`config.mk`:
```
export PLATFORM = sky130hd
export DESIGN_NAME = pad_cfg_regs
export DESIGN_NICKNAME = d
export VERILOG_FILES = /design/src/rtl/pad_cfg_pkg.sv /design/src/rtl/pad_cfg_addr_dec.sv /design/src/rtl/pad_cfg_excl_bank.sv /design/src/rtl/pad_cfg_plain_reg.sv /design/src/rtl/pad_cfg_regs.sv
export SDC_FILE = /design/constraint.sdc
export NUM_CORES = 1
export LEC_CHECK = 0
export BUFFER_PORTS_ARGS = -buffer_cell sky130_fd_sc_hd__buf_2
export CAP_MARGIN = 40
export CORE_UTILIZATION = 42
export CTS_BUF_LIST = sky130_fd_sc_hd__clkbuf_8
export DETAILED_ROUTE_END_ITERATION = 8
export GPL_TIMING_DRIVEN = 0
export PLACE_DENSITY = 0.81
export SLEW_MARGIN = 10
export SYNTH_ARGS = -nofsm -noshare
export SYNTH_HDL_FRONTEND = slang
export SYNTH_SLANG_ARGS = --single-unit
```
`constraint.sdc`:
```
create_clock -name clk -period 2.8 [get_ports clk]
set_input_delay 0.56 -clock clk [delete_from_list [all_inputs] [get_ports clk]]
set_output_delay 0.56 -clock clk [all_outputs]
set_load 0.02 [all_outputs]
```
`src/rtl/pad_cfg_pkg.sv`:
```
package pad_cfg_pkg;
  // register slot order within the bank; address = base + 4*slot
  localparam int SLOT_DRV2  = 0;
  localparam int SLOT_DRV4  = 1;
  localparam int SLOT_DRV8  = 2;
  localparam int SLOT_ODRN  = 3;
  localparam int SLOT_PUP   = 4;
  localparam int SLOT_PDN   = 5;
  localparam int SLOT_SLEW  = 6;
  localparam int NUM_SLOTS  = 7;

  localparam int unsigned BANK_BASE = 32'h500;

  typedef enum logic [1:0] {
    DRV_2MA = 2'b00,
    DRV_4MA = 2'b01,
    DRV_8MA = 2'b10
  } drv_code_e;
endpackage

```
`src/rtl/pad_cfg_addr_dec.sv`:
```
module pad_cfg_addr_dec #(
  parameter int ADDR_W = 12,
  parameter int NREG   = 7,
  parameter logic [ADDR_W-1:0] BASE = '0
) (
  input  logic [ADDR_W-1:0] addr,
  output logic [NREG-1:0]   sel
);
  for (genvar k = 0; k < NREG; k++) begin : g_slot
    localparam logic [ADDR_W-1:0] SLOT_ADDR = BASE + ADDR_W'(4 * k);
    assign sel[k] = (addr == SLOT_ADDR);
  end
endmodule

```
`src/rtl/pad_cfg_excl_bank.sv`:
```
// A group of registers in which each pin may have at most one bit set
// across the group. Setting a bit clears the pin in the sibling registers.
module pad_cfg_excl_bank #(
  parameter int N_PINS     = 8,
  parameter int NREG       = 3,
  parameter int RST_SEL    = 0,  // slot reset to all ones; >= NREG means none
  parameter bit ALLOW_NONE = 1'b0
) (
  input  logic                         clk,
  input  logic                         rst_n,
  input  logic [NREG-1:0]              wr_sel,
  input  logic [N_PINS-1:0]            wr_bits,
  output logic [NREG-1:0][N_PINS-1:0]  q
);
  always_ff @(posedge clk) begin
    if (!rst_n) begin
      for (int k = 0; k < NREG; k++)
        q[k] <= (k == RST_SEL) ? '1 : '0;
    end else begin
      for (int k = 0; k < NREG; k++) begin
        if (wr_sel[k]) begin
          for (int p = 0; p < N_PINS; p++) begin
            if (wr_bits[p]) begin
              for (int j = 0; j < NREG; j++)
                q[j][p] <= (j == k);
            end else if (ALLOW_NONE) begin
              q[k][p] <= 1'b0;
            end
          end
        end
      end
    end
  end

  for (genvar p = 0; p < N_PINS; p++) begin : g_pin
    logic [NREG-1:0] col;
    always_comb
      for (int k = 0; k < NREG; k++) col[k] = q[k][p];

    if (ALLOW_NONE) begin : g_opt
      p_pull_excl_r6: assert property (@(posedge clk) disable iff (!rst_n)
        $countones(col) <= 1);
    end else begin : g_req
      p_one_drive_r3: assert property (@(posedge clk) disable iff (!rst_n)
        $countones(col) == 1);
    end

    for (genvar k = 0; k < NREG; k++) begin : g_reg
      p_set_wins_r2: assert property (@(posedge clk) disable iff (!rst_n)
        (wr_sel[k] && wr_bits[p]) |=> (q[k][p] && $countones(col) == 1));
    end
  end

  if (!ALLOW_NONE) begin : g_zero_chk
    p_zero_write_r3: assert property (@(posedge clk) disable iff (!rst_n)
      (wr_bits == '0) |=> $stable(q));
  end
endmodule

```
`src/rtl/pad_cfg_plain_reg.sv`:
```
module pad_cfg_plain_reg #(
  parameter int N_PINS = 8
) (
  input  logic              clk,
  input  logic              rst_n,
  input  logic              wr_sel,
  input  logic [N_PINS-1:0] wr_bits,
  output logic [N_PINS-1:0] q
);
  always_ff @(posedge clk) begin
    if (!rst_n)      q <= '0;
    else if (wr_sel) q <= wr_bits;
  end

  p_hold_r8: assert property (@(posedge clk) disable iff (!rst_n)
    !wr_sel |=> $stable(q));
endmodule

```
`src/rtl/pad_cfg_regs.sv`:
```
module pad_cfg_regs
  import pad_cfg_pkg::*;
#(
  parameter int N_PINS = 8,
  parameter int ADDR_W = 12,
  parameter int BUS_W  = 32
) (
  input  logic                  clk,
  input  logic                  rst_n,
  input  logic                  wr_en,
  input  logic [ADDR_W-1:0]     wr_addr,
  input  logic [BUS_W-1:0]      wr_data,
  input  logic [ADDR_W-1:0]     rd_addr,
  output logic [BUS_W-1:0]      rd_data,
  output logic [2*N_PINS-1:0]   drv_code,
  output logic [N_PINS-1:0]     od_en,
  output logic [N_PINS-1:0]     pull_up,
  output logic [N_PINS-1:0]     pull_dn,
  output logic [N_PINS-1:0]     slew_en
);
  localparam logic [ADDR_W-1:0] BASE = ADDR_W'(BANK_BASE);
  localparam int N_DRV  = 3;
  localparam int N_PULL = 2;

  logic [NUM_SLOTS-1:0] wsel_raw, wsel, rsel;
  logic [N_PINS-1:0]    wbits;
  logic                 unused_hi;

  assign wbits     = wr_data[N_PINS-1:0];
  assign unused_hi = ^wr_data[BUS_W-1:N_PINS];

  pad_cfg_addr_dec #(.ADDR_W(ADDR_W), .NREG(NUM_SLOTS), .BASE(BASE)) u_wdec (
    .addr(wr_addr), .sel(wsel_raw));
  pad_cfg_addr_dec #(.ADDR_W(ADDR_W), .NREG(NUM_SLOTS), .BASE(BASE)) u_rdec (
    .addr(rd_addr), .sel(rsel));

  assign wsel = wsel_raw & {NUM_SLOTS{wr_en}};

  logic [N_DRV-1:0][N_PINS-1:0]  drv_q;
  logic [N_PULL-1:0][N_PINS-1:0] pull_q;
  logic [N_PINS-1:0]             od_q, sl_q;

  pad_cfg_excl_bank #(.N_PINS(N_PINS), .NREG(N_DRV), .RST_SEL(0),
                      .ALLOW_NONE(1'b0)) u_drv (
    .clk(clk), .rst_n(rst_n),
    .wr_sel(wsel[SLOT_DRV8:SLOT_DRV2]), .wr_bits(wbits), .q(drv_q));

  pad_cfg_excl_bank #(.N_PINS(N_PINS), .NREG(N_PULL), .RST_SEL(N_PULL),
                      .ALLOW_NONE(1'b1)) u_pull (
    .clk(clk), .rst_n(rst_n),
    .wr_sel(wsel[SLOT_PDN:SLOT_PUP]), .wr_bits(wbits), .q(pull_q));

  pad_cfg_plain_reg #(.N_PINS(N_PINS)) u_od (
    .clk(clk), .rst_n(rst_n), .wr_sel(wsel[SLOT_ODRN]), .wr_bits(wbits), .q(od_q));

  pad_cfg_plain_reg #(.N_PINS(N_PINS)) u_slew (
    .clk(clk), .rst_n(rst_n), .wr_sel(wsel[SLOT_SLEW]), .wr_bits(wbits), .q(sl_q));

  logic [NUM_SLOTS-1:0][N_PINS-1:0] slot_q;
  assign slot_q[SLOT_DRV2] = drv_q[0];
  assign slot_q[SLOT_DRV4] = drv_q[1];
  assign slot_q[SLOT_DRV8] = drv_q[2];
  assign slot_q[SLOT_ODRN] = od_q;
  assign slot_q[SLOT_PUP]  = pull_q[0];
  assign slot_q[SLOT_PDN]  = pull_q[1];
  assign slot_q[SLOT_SLEW] = sl_q;

  always_comb begin
    rd_data = '0;
    for (int k = 0; k < NUM_SLOTS; k++)
      if (rsel[k]) rd_data[N_PINS-1:0] = slot_q[k];
  end

  for (genvar p = 0; p < N_PINS; p++) begin : g_pad
    always_comb begin
      if (drv_q[2][p])      drv_code[2*p +: 2] = DRV_8MA;
      else if (drv_q[1][p]) drv_code[2*p +: 2] = DRV_4MA;
      else                  drv_code[2*p +: 2] = DRV_2MA;
    end
    assign slew_en[p] = sl_q[p] & drv_q[2][p];

    p_slew_gate_r7: assert property (@(posedge clk) disable iff (!rst_n)
      slew_en[p] |-> (drv_code[2*p +: 2] == DRV_8MA));
    p_code_legal_r2: assert property (@(posedge clk) disable iff (!rst_n)
      drv_code[2*p +: 2] != 2'b11);
  end

  assign od_en   = od_q;
  assign pull_up = pull_q[0];
  assign pull_dn = pull_q[1];

  p_unmapped_r8: assert property (@(posedge clk) disable iff (!rst_n)
    (wr_en && wsel_raw == '0) |=> $stable(slot_q));
endmodule

```
==> results.cfg <==
[status]
outcome = finished clean

[cells_and_area]
final_layout_size_suffix_gt1_frac = 0.292
layout.nets = 570
final_util = 0.544
n_antenna_cell = 0
finalNonFillerCells = 610
syn2layout_area_growth_pct = 23.0

[clocking]
clkTransAtPathRegs_ps = 110
tritoncts = yes
max-clock-path-buffers = 2
clock-root-buffer = sky130_fd_sc_hd__clkbuf_8
number_of_buffers_created_by_cts = 5
clock_insertion_delay_worst_skew_ps = 310
cts_htree_levels = 2
cts_sinks = 56

[pwr]
static-leakage-power_nw = 1.83
total_power_w = 0.00145
cellPowerDensity_mw_per_mm2 = 361
vdd_ir_drop_max_uv = 171

[global_routing]
met2_usage_in_global_routing = 0.398
via_count_of_the_first_global_routing_pass = 3305
maximum_number_of_pins_on_one_net_before_global_route_repair = 17
use_met1 = 0.312
globalRouteTotalUtil = 0.247
grt.met3_usage = 0.0626
wire_length_of_the_first_global_routing_pass_um = 16200
antenna_found_initial = 0
grt_remaining_overflow = 0
grt_most_used_layer = met2

[die]
dieHeight_um = 90.1
floorplan.initialDensity = 0.442
die-area_mm2 = 0.00812
chipWidth_um = 90.1
core.rowCount = 31
io_pins = 139
placeableCoreArea_mm2 = 0.00737

[sta]
slew-limit-headroom = 0.541
timing.final.crit_share = 0.959
setup_viol = 0
worst_pin_slew_ps = 689
fmax_ghz = 0.372
post-route-min-period_ps = 2690
rsz_0062_raised_after_global_routing = false
slew_violations = 0
skew_ps = 0
hold_violations_final = 0
finalWorstSetupSlack_ps = 114

[routing]
drc = 0
dr_total_vias = 3549
antenna_violating_nets_post_route = 0
firstDrtPassIters = 5
routed_wirelength_um = 10200
dr.first_iter.drc_count = 417
drt-vias-per-instance = 5.82
routed_wire_length_per_instance_um = 16.8

[critical_path]
end_kind = primary output
crit_path_max_incr_delay_ps = 340
path_cells = buf_2 -> buf_2 -> nor2b_2 -> and3_1 -> buf_1 -> a32o_1 -> buf_2
path_max_fanout = 10
crit_required_ps = 2240
setup.worst_path.class = input pin to primary output
critical_path.slowest_cell = sky130_fd_sc_hd__nor2b_2
worst_path_most_repeated_cell = sky130_fd_sc_hd__buf_2
worst-endpoint-arrival_ps = 2130
cp.buffers_inverters = 4
setup.worst_path.start_class = input pin
cp_top_family = buffers and inverters

[yosys]
postSynthAreaPerCell_um2 = 8.25
ys_types = 50
synth-main-ff-cell = sky130_fd_sc_hd__dfxtp_1
yosys_register_bits = 56
synth_area_mm2 = 0.00326
synth_enable_flop_cells = 0
synth_async_sr_flop_share = 0
syn-instance-count = 395
yosysWarnings = 0
synth_seq_area_share = 0.344

[placement]
pre_cts_ws_ps = -115
place_hpwl_um = 7780
io_buffers = 84
placed_cells = 602
place.gp.congestion = 0.930

[worst_hold_path]
min_path_type = flop to flop

[run]
max_cap_viol_count = 0
final timing paths:
check                   start           to  slack [ps]  cells past startpoint
hold / removal    u_slew.q[2]  u_slew.q[2]         480                      2
setup / recovery   rd_addr[2]   rd_data[5]         110                      7
setup reg to reg         flop         flop        2030                      2
hold reg to reg   u_slew.q[2]  u_slew.q[2]         480                      2
per-layer routing:
metal  vias to the layer above  part of all wire  wire [µm]
li1                       1626                 -          -
met1                      1622              0.38       3880
met2                       264              0.46       4670
met3                        37              0.13       1310
met4                         0             0.035        360
met5                         -                 0          0
synthesized netlist by cell type (2+ instances only):
cell / n / area (µm²)
sky130_fd_sc_hd__a31oi_1: 7 / 43.8
sky130_fd_sc_hd__a32o_1: 6 / 60.1
sky130_fd_sc_hd__and2_1: 8 / 50.1
sky130_fd_sc_hd__and3_1: 3 / 18.8
sky130_fd_sc_hd__buf_1: 3 / 11.3
sky130_fd_sc_hd__buf_2: 5 / 25.0
sky130_fd_sc_hd__buf_4: 33 / 248
sky130_fd_sc_hd__buf_6: 2 / 22.5
sky130_fd_sc_hd__clkbuf_1: 21 / 78.8
sky130_fd_sc_hd__dfxtp_1: 56 / 1120
sky130_fd_sc_hd__inv_1: 7 / 26.3
sky130_fd_sc_hd__mux2i_1: 16 / 160
sky130_fd_sc_hd__nand2_1: 30 / 113
sky130_fd_sc_hd__nand2b_1: 3 / 18.8
sky130_fd_sc_hd__nand3_1: 35 / 175
sky130_fd_sc_hd__nand4_1: 2 / 12.5
sky130_fd_sc_hd__nand4b_1: 2 / 17.5
sky130_fd_sc_hd__nor2_1: 25 / 93.8
sky130_fd_sc_hd__nor2b_1: 15 / 93.8
sky130_fd_sc_hd__nor3_1: 11 / 55.1
sky130_fd_sc_hd__nor3b_1: 3 / 22.5
sky130_fd_sc_hd__nor3b_2: 2 / 25.0
sky130_fd_sc_hd__nor4b_1: 2 / 17.5
sky130_fd_sc_hd__o211a_1: 7 / 70.1
sky130_fd_sc_hd__o211ai_1: 6 / 45.0
sky130_fd_sc_hd__o21ai_0: 30 / 150
sky130_fd_sc_hd__o21ai_1: 9 / 45.0
sky130_fd_sc_hd__o221a_2: 2 / 22.5
sky130_fd_sc_hd__o221ai_1: 7 / 61.3
sky130_fd_sc_hd__o311ai_0: 12 / 105
sky130_fd_sc_hd__o311ai_1: 6 / 52.6
layout by cell type (no fill, tap or decap), types with 2 or more instances in the layout:
| cell type | n |
|---|---|
| sky130_fd_sc_hd__a31oi_1 | 7 |
| sky130_fd_sc_hd__a32o_1 | 6 |
| sky130_fd_sc_hd__and2_1 | 8 |
| sky130_fd_sc_hd__and3_1 | 3 |
| sky130_fd_sc_hd__buf_1 | 3 |
| sky130_fd_sc_hd__buf_2 | 89 |
| sky130_fd_sc_hd__buf_4 | 34 |
| sky130_fd_sc_hd__buf_6 | 2 |
| sky130_fd_sc_hd__clkbuf_1 | 19 |
| sky130_fd_sc_hd__clkbuf_2 | 2 |
| sky130_fd_sc_hd__clkbuf_8 | 5 |
| sky130_fd_sc_hd__conb_1 | 24 |
| sky130_fd_sc_hd__dfxtp_1 | 56 |
| sky130_fd_sc_hd__inv_1 | 7 |
| sky130_fd_sc_hd__mux2i_1 | 16 |
| sky130_fd_sc_hd__nand2_1 | 30 |
| sky130_fd_sc_hd__nand2b_1 | 2 |
| sky130_fd_sc_hd__nand3_1 | 35 |
| sky130_fd_sc_hd__nand4_1 | 2 |
| sky130_fd_sc_hd__nand4b_1 | 2 |
| sky130_fd_sc_hd__nor2_1 | 25 |
| sky130_fd_sc_hd__nor2b_1 | 14 |
| sky130_fd_sc_hd__nor3_1 | 10 |
| sky130_fd_sc_hd__nor3b_1 | 3 |
| sky130_fd_sc_hd__nor3b_2 | 2 |
| sky130_fd_sc_hd__nor4b_1 | 2 |
| sky130_fd_sc_hd__o211a_1 | 7 |
| sky130_fd_sc_hd__o211ai_1 | 6 |
| sky130_fd_sc_hd__o21ai_0 | 30 |
| sky130_fd_sc_hd__o21ai_1 | 9 |
| sky130_fd_sc_hd__o221a_2 | 2 |
| sky130_fd_sc_hd__o221ai_1 | 7 |
| sky130_fd_sc_hd__o311ai_0 | 12 |
| sky130_fd_sc_hd__o311ai_1 | 6 |
worst min-delay path, stage by stage, from the launching register on:
cell and delay, ps:
sky130_fd_sc_hd__dfxtp_1 330, sky130_fd_sc_hd__nand2_1 50, sky130_fd_sc_hd__mux2i_1 50
power breakdown:
| part | total, W | switching, W | internal, W |
|---|---|---|---|
| clock network | 0.000441 | 0.000270 | 0.000170 |
| logic | 0.000213 | 0.000144 | 0.0000693 |
| registers | 0.000796 | 0.000000110 | 0.000796 |
| total | 0.00145 | 0.000414 | 0.00104 |
metrics by stage:
stage                     setup TNS (ps)  cell area [µm²]  hold slack [ps]
after floorplan                        0             3350              443
after global routing                   0             4010              504
after CTS                              0             3990              483
final                                  0             4010              476
after global placement              -875             3890              457
after detailed placement            -583             3900              471
cells by family (layout without fill, tap and decap cells):
group	Yosys count	count (layout)	share of synthesized area
flip-flops	56	56	0.344
other	1	24	0.00115
AO/OA/AOI/OAI	98	98	0.217
multiplexers	16	16	0.0491
buffers and inverters	71	164	0.126
AND/OR/NAND/NOR	153	153	0.263
what timing repair did:
| action | 4_1_cts | 5_1_grt |
|---|---|---|
| gates resized for setup | 3 | 4 |
| hold buffers | 0 | 0 |
| buffers inserted | 0 | 1 |
| pin swaps | 0 | 1 |
| setup endpoints to repair | 8 | 4 |
final cells by class:
| type | instances | area [µm²] |
|---|---|---|
| well taps | 99 | 124 |
| flip-flops and latches | 56 | 1120 |
| clock inverters | 2 | 12.5 |
| repair buffers | 86 | 438 |
| inverters | 7 | 26.3 |
| clock buffers | 5 | 68.8 |
| plain buffers | 64 | 388 |
| fillers | 704 | 3360 |
| multi-input cells | 291 | 1830 |
No activity file was read; power rests on OpenSTA's default activity.
